File: config.mk
export PLATFORM = sky130hd
export DESIGN_NAME = beam_dest_arbiter
export DESIGN_NICKNAME = d
export VERILOG_FILES = /design/src/rtl/bda_pkg.sv /design/src/rtl/bda_master_ctl.sv /design/src/rtl/bda_fill_req.sv /design/src/rtl/bda_dest_sel.sv /design/src/rtl/beam_dest_arbiter.sv
export SDC_FILE = /design/constraint.sdc
export NUM_CORES = 1
export LEC_CHECK = 0
export ABC_AREA = 1
export CAP_MARGIN = 20
export CORE_MARGIN = 2
export CORE_UTILIZATION = 43
export DETAILED_ROUTE_END_ITERATION = 7
export PLACE_DENSITY = 0.77
export SETUP_SLACK_MARGIN = 0.1
export SLEW_MARGIN = 20
export SYNTH_ARGS = -nofsm -noshare
export SYNTH_HDL_FRONTEND = slang
export SYNTH_HIERARCHICAL = 1
export SYNTH_SLANG_ARGS = --single-unit
export TNS_END_PERCENT = 30
File: constraint.sdc
create_clock -name clk -period 1.5 [get_ports clk]
set_input_delay 0.3 -clock clk [delete_from_list [all_inputs] [get_ports clk]]
set_output_delay 0.3 -clock clk [all_outputs]
set_load 0.02 [all_outputs]
File: src/rtl/bda_pkg.sv
package bda_pkg;
  typedef enum logic [2:0] {
    DST_SPARE    = 3'd0,
    DST_LINE1    = 3'd1,
    DST_LINE2    = 3'd2,
    DST_DUMP1    = 3'd3,
    DST_DUMP2    = 3'd4,
    DST_INTERNAL = 3'd5,
    DST_KILL     = 3'd6
  } dest_e;
endpackage

File: src/rtl/bda_master_ctl.sv
module bda_master_ctl (
  input  logic clk,
  input  logic rst,
  input  logic req,
  input  logic rel,
  input  logic allow,
  input  logic user_req,
  output logic is_master,
  output logic err
);
  always_ff @(posedge clk) begin
    if (rst) begin
      is_master <= 1'b0;
      err       <= 1'b0;
    end else begin
      err <= 1'b0;
      if (req) begin
        if (allow && !user_req) is_master <= 1'b1;
        else                    err       <= 1'b1;
      end else if (rel) begin
        if (!user_req) is_master <= 1'b0;
        else           err       <= 1'b1;
      end
    end
  end
endmodule

File: src/rtl/bda_fill_req.sv
module bda_fill_req #(
  parameter int BUCKETS   = 35640,
  parameter int MAX_BATCH = 4,
  parameter int BKT_W     = $clog2(BUCKETS),
  parameter int BAT_W     = $clog2(MAX_BATCH + 1)
) (
  input  logic             clk,
  input  logic             rst,
  input  logic             wr,
  input  logic             ring,
  input  logic [BKT_W-1:0] bucket,
  input  logic [BAT_W-1:0] batches,
  input  logic             sc_start,
  input  logic             take,
  output logic             pending,
  output logic             err,
  output logic [BAT_W-1:0] left,
  output logic             act_ring,
  output logic [BKT_W-1:0] act_bucket
);
  logic             p_ring;
  logic [BKT_W-1:0] p_bucket;
  logic [BAT_W-1:0] p_bat;
  logic             wr_ok;

  assign wr_ok = (32'(bucket) < BUCKETS) && (batches != '0) &&
                 (32'(batches) <= MAX_BATCH);

  always_ff @(posedge clk) begin
    if (rst) begin
      pending    <= 1'b0;
      err        <= 1'b0;
      left       <= '0;
      act_ring   <= 1'b0;
      act_bucket <= '0;
      p_ring     <= 1'b0;
      p_bucket   <= '0;
      p_bat      <= '0;
    end else begin
      err <= wr && !wr_ok;
      if (sc_start && pending) begin
        left       <= p_bat;
        act_ring   <= p_ring;
        act_bucket <= p_bucket;
      end else if (take && left != '0) begin
        left <= left - BAT_W'(1);
      end
      if (wr && wr_ok) begin
        p_ring   <= ring;
        p_bucket <= bucket;
        p_bat    <= batches;
        pending  <= 1'b1;
      end else if (sc_start) begin
        pending <= 1'b0;
      end
    end
  end
endmodule

File: src/rtl/bda_dest_sel.sv
module bda_dest_sel
  import bda_pkg::*;
(
  input  logic       clk,
  input  logic       rst,
  input  logic       fwarn,
  input  logic       abnormal,
  input  logic       user_req,
  input  logic       is_master,
  input  logic       has_req,
  input  logic       act_ring,
  input  logic       inhib1,
  input  logic       inhib2,
  input  logic       dump1_req,
  input  logic       dump2_req,
  input  logic       dump_in_place,
  output logic [2:0] dest,
  output logic       take
);
  dest_e nxt;
  logic  line_pick;

  always_comb begin
    nxt       = DST_SPARE;
    line_pick = 1'b0;
    if (abnormal || !user_req) begin
      nxt = DST_SPARE;
    end else if (is_master) begin
      if (!has_req)                  nxt = DST_KILL;
      else if (act_ring && !inhib2)  begin nxt = DST_LINE2; line_pick = 1'b1; end
      else if (!act_ring && !inhib1) begin nxt = DST_LINE1; line_pick = 1'b1; end
      else                           nxt = DST_SPARE;
    end else if (dump1_req) begin
      nxt = dump_in_place ? DST_DUMP1 : DST_SPARE;
    end else if (dump2_req) begin
      nxt = dump_in_place ? DST_DUMP2 : DST_SPARE;
    end else begin
      nxt = DST_INTERNAL;
    end
  end

  assign take = fwarn && line_pick;

  always_ff @(posedge clk) begin
    if (rst)        dest <= DST_SPARE;
    else if (fwarn) dest <= nxt;
  end
endmodule

File: src/rtl/beam_dest_arbiter.sv
module beam_dest_arbiter #(
  parameter int BUCKETS   = 35640,
  parameter int MAX_BATCH = 4,
  parameter int BKT_W     = $clog2(BUCKETS),
  parameter int BAT_W     = $clog2(MAX_BATCH + 1)
) (
  input  logic             clk,
  input  logic             rst,
  input  logic             fwarn,
  input  logic             sc_start,
  input  logic             abnormal,
  input  logic             user_req,
  input  logic             master_req,
  input  logic             master_rel,
  input  logic             allow,
  input  logic             dump1_req,
  input  logic             dump2_req,
  input  logic             dump_in_place,
  input  logic             inhib1,
  input  logic             inhib2,
  input  logic             fill_wr,
  input  logic             fill_ring,
  input  logic [BKT_W-1:0] fill_bucket,
  input  logic [BAT_W-1:0] fill_batches,
  output logic [2:0]       dest,
  output logic             is_master,
  output logic             master_err,
  output logic             fill_pending,
  output logic             fill_err,
  output logic [BAT_W-1:0] batches_left,
  output logic             act_ring,
  output logic [BKT_W-1:0] act_bucket
);
  logic take;

  bda_master_ctl u_master (
    .clk(clk), .rst(rst), .req(master_req), .rel(master_rel),
    .allow(allow), .user_req(user_req), .is_master(is_master), .err(master_err)
  );

  bda_fill_req #(
    .BUCKETS(BUCKETS), .MAX_BATCH(MAX_BATCH), .BKT_W(BKT_W), .BAT_W(BAT_W)
  ) u_fill (
    .clk(clk), .rst(rst), .wr(fill_wr), .ring(fill_ring), .bucket(fill_bucket),
    .batches(fill_batches), .sc_start(sc_start), .take(take),
    .pending(fill_pending), .err(fill_err), .left(batches_left),
    .act_ring(act_ring), .act_bucket(act_bucket)
  );

  bda_dest_sel u_sel (
    .clk(clk), .rst(rst), .fwarn(fwarn), .abnormal(abnormal),
    .user_req(user_req), .is_master(is_master), .has_req(batches_left != '0),
    .act_ring(act_ring), .inhib1(inhib1), .inhib2(inhib2),
    .dump1_req(dump1_req), .dump2_req(dump2_req),
    .dump_in_place(dump_in_place), .dest(dest), .take(take)
  );
endmodule

==> results.ini <==
[hold_path]
holdPathStages = 4
hold_path.class = in -> reg

[timing]
slew_headroom_pct = 84.5
fmax_ghz = 0.729
fin_crit_ps = 1370
slew_viol_final = 0
rsz0062_at_grt = yes
period_share_pct = 91.4
finClkSkew_ps = 6.73
worstMarginPinSlew_ps = 233
setup_viol = 0
whs_ps = 350
final_hold_viol_count = 0

[critical_path]
worstPathRequired_ps = 1200
path_class = reg -> out
worst-r2r-cell-count = 7
worstPathMaxFanout = 3
endpoint_kind = output pin
critPathArrivalTime_ps = 1070
cpPeakStageDelay_ps = 340
critPathLaunchType = register
cp_slowest_cell = dfxtp_2
crit_chain = buf_4, dlygate4sd2_1

[clock_tree]
numClockSinks = 47
cts.path.max_buffers = 2
clock_latency_ps = 300
cts_hold_buf = 0
clkTransAtPathRegs_ps = 80
ctsHtreeMaxLevel = 2
tritoncts = yes
cts_buffers = 5
clock-root-buffer = clkbuf_8

[detailed_routing]
dr.pass1.iters = 4
ant_nets = 0
num_vias = 2266
wl_per_cell_um = 10.9
viasPerCell = 4.64
drt_iter0_drc = 113
drt_wl_total_um = 5300
drcViolationCount = 0

[outcome]
status = finished clean

[finish]
num_antenna_cells = 0
fin_cells = 488
drive_gt1_share_pct = 25.1
fin_area_mm2 = 0.00338
final_cell_mix = inv_1, nand2_1, dfxtp_1, buf_4, dlygate4sd2_1
areaGrowthSynthToFinish_pct = 46.0
multiInputGateArea_mm2 = 0.00102
finalNetCount = 454
regArea_um2 = 950
layout_commonest_cell = inv_1
nFillCells = 480

[synthesis]
ys_seq_area_share_pct = 40.6
syn_inst = 329
syn_area_mm2 = 0.00232
ys_seq_elements = 47
syn_area_per_cell_um2 = 7.05
ys_types = 27
synth_nets = 366
synth_warnings = 6

[grt]
antenna_found_initial = 0
first_global_vias = 2046
grt-ovfl-total = 0
grt_pass1_wl_um = 8690
grt_max_degree = 23
grt_usage_pct = 17.6

[floorplan]
dieArea_mm2 = 0.00600
rows = 26
die_w_um = 77.4
dieHeight_um = 77.4
pin_count = 62
start_util_pct = 45.1
core_area_mm2 = 0.00514

[run]
drv_cap = 0

[pwr]
fin_total_pwr_uw = 2830
power.leakage_uw = 0.00180
power.density_mw_per_mm2 = 836
ir_drop_uv = 416

[placement]
placedCellCount = 474
placed_area_mm2 = 0.00315
place_congestion = 0.776
dpl.hpwl_um = 3790
portBuffers = 61

per-stage QoR:
step	setup slack (ps)	TNS [ps]	utilization [%]
finish	129	0	65.8
global route	58.1	0	65.8
CTS	117	0	63.3
detailed placement	-244	-4980	61.3
global placement	-205	-3820	61.3
floorplan	132	0	-
cells in the mapped netlist, drive strengths merged:
master / instances / area, µm²
a21oi: 25 / 129
inv: 78 / 293
nand4: 21 / 146
nand3: 6 / 42.5
nor4: 1 / 6.26
clkbuf: 3 / 18.8
ha: 2 / 25.0
buf: 12 / 93.8
o221ai: 1 / 8.76
nor2: 34 / 173
nor3: 1 / 5.00
nand2: 75 / 314
dfxtp: 47 / 941
o21ai: 21 / 105
a311oi: 2 / 17.5
metal layers:
layer | wire [µm] | GRT usage (%) | up-vias
li1 | - | - | 1187
met2 | 2530 | 30.6 | 75
met4 | 74 | 6.43 | 0
met5 | 0 | 0 | -
met1 | 2410 | 21.3 | 997
met3 | 292 | 3.95 | 7
flip-flops by register name (all words and copies together) (netlist names):
| register | flops |
|---|---|
| u_fill/p_ring | 1 |
| u_fill/pending | 1 |
| u_master/is_master | 1 |
| u_sel/dest | 3 |
| u_fill/err | 1 |
| u_fill/p_bucket | 16 |
| u_master/err | 1 |
| u_fill/act_bucket | 16 |
| u_fill/act_ring | 1 |
| u_fill/left | 3 |
| u_fill/p_bat | 3 |
worst paths after layout:
path	startpoint	end	slack, ps
min	fwarn	u_sel/dest[1]$_SDFFE_PP0P_	350
max	u_fill/left[0]$_SDFFE_PP0P_	batches_left[0]	130
max reg2reg	u_fill/act_ring$_SDFFE_PP0P_	u_fill/left[1]$_SDFFE_PP0P_	150
min reg2reg	u_fill/p_bucket[5]$_SDFFE_PP0P_	u_fill/act_bucket[5]$_SDFFE_PP0P_	460
area by class of cell:
type,instances,area share (%)
timing repair buffer,96,27.0
tap,70,2.59
inverter,78,8.80
multi-input combinational,189,30.0
sequential,47,28.1
clock buffer,6,2.44
clock inverter,2,1.15
logic make-up (layout without fill, tap and decap cells):
| family | after synthesis | in the layout | share of synthesized area [%] |
|---|---|---|---|
| flops | 47 | 47 | 40.6 |
| buf+inv | 93 | 182 | 17.5 |
| simple gates | 138 | 138 | 29.6 |
| compound gates | 49 | 49 | 11.2 |
| fa+ha+maj | 2 | 2 | 1.08 |
critical path, delay by kind of cell, from the launching register on:
| family | cells | cell delay (ps) |
|---|---|---|
| flops | 1 | 340 |
| buf+inv | 2 | 430 |
timing repair:
action                     in CTS  in global routing
hold endpoints to repair        0                  0
resized for setup              32                 25
cloned                          0                  1
buffers inserted                0                  5
pin swaps                       1                 11
setup endpoints to repair      35                 21
report_power, final:
group / internal [µW] / switching (µW)
Clock: 548 / 427
Sequential: 1300 / 23.2
Combinational: 253 / 276
Note: power is estimated with default switching activity, not from simulation.
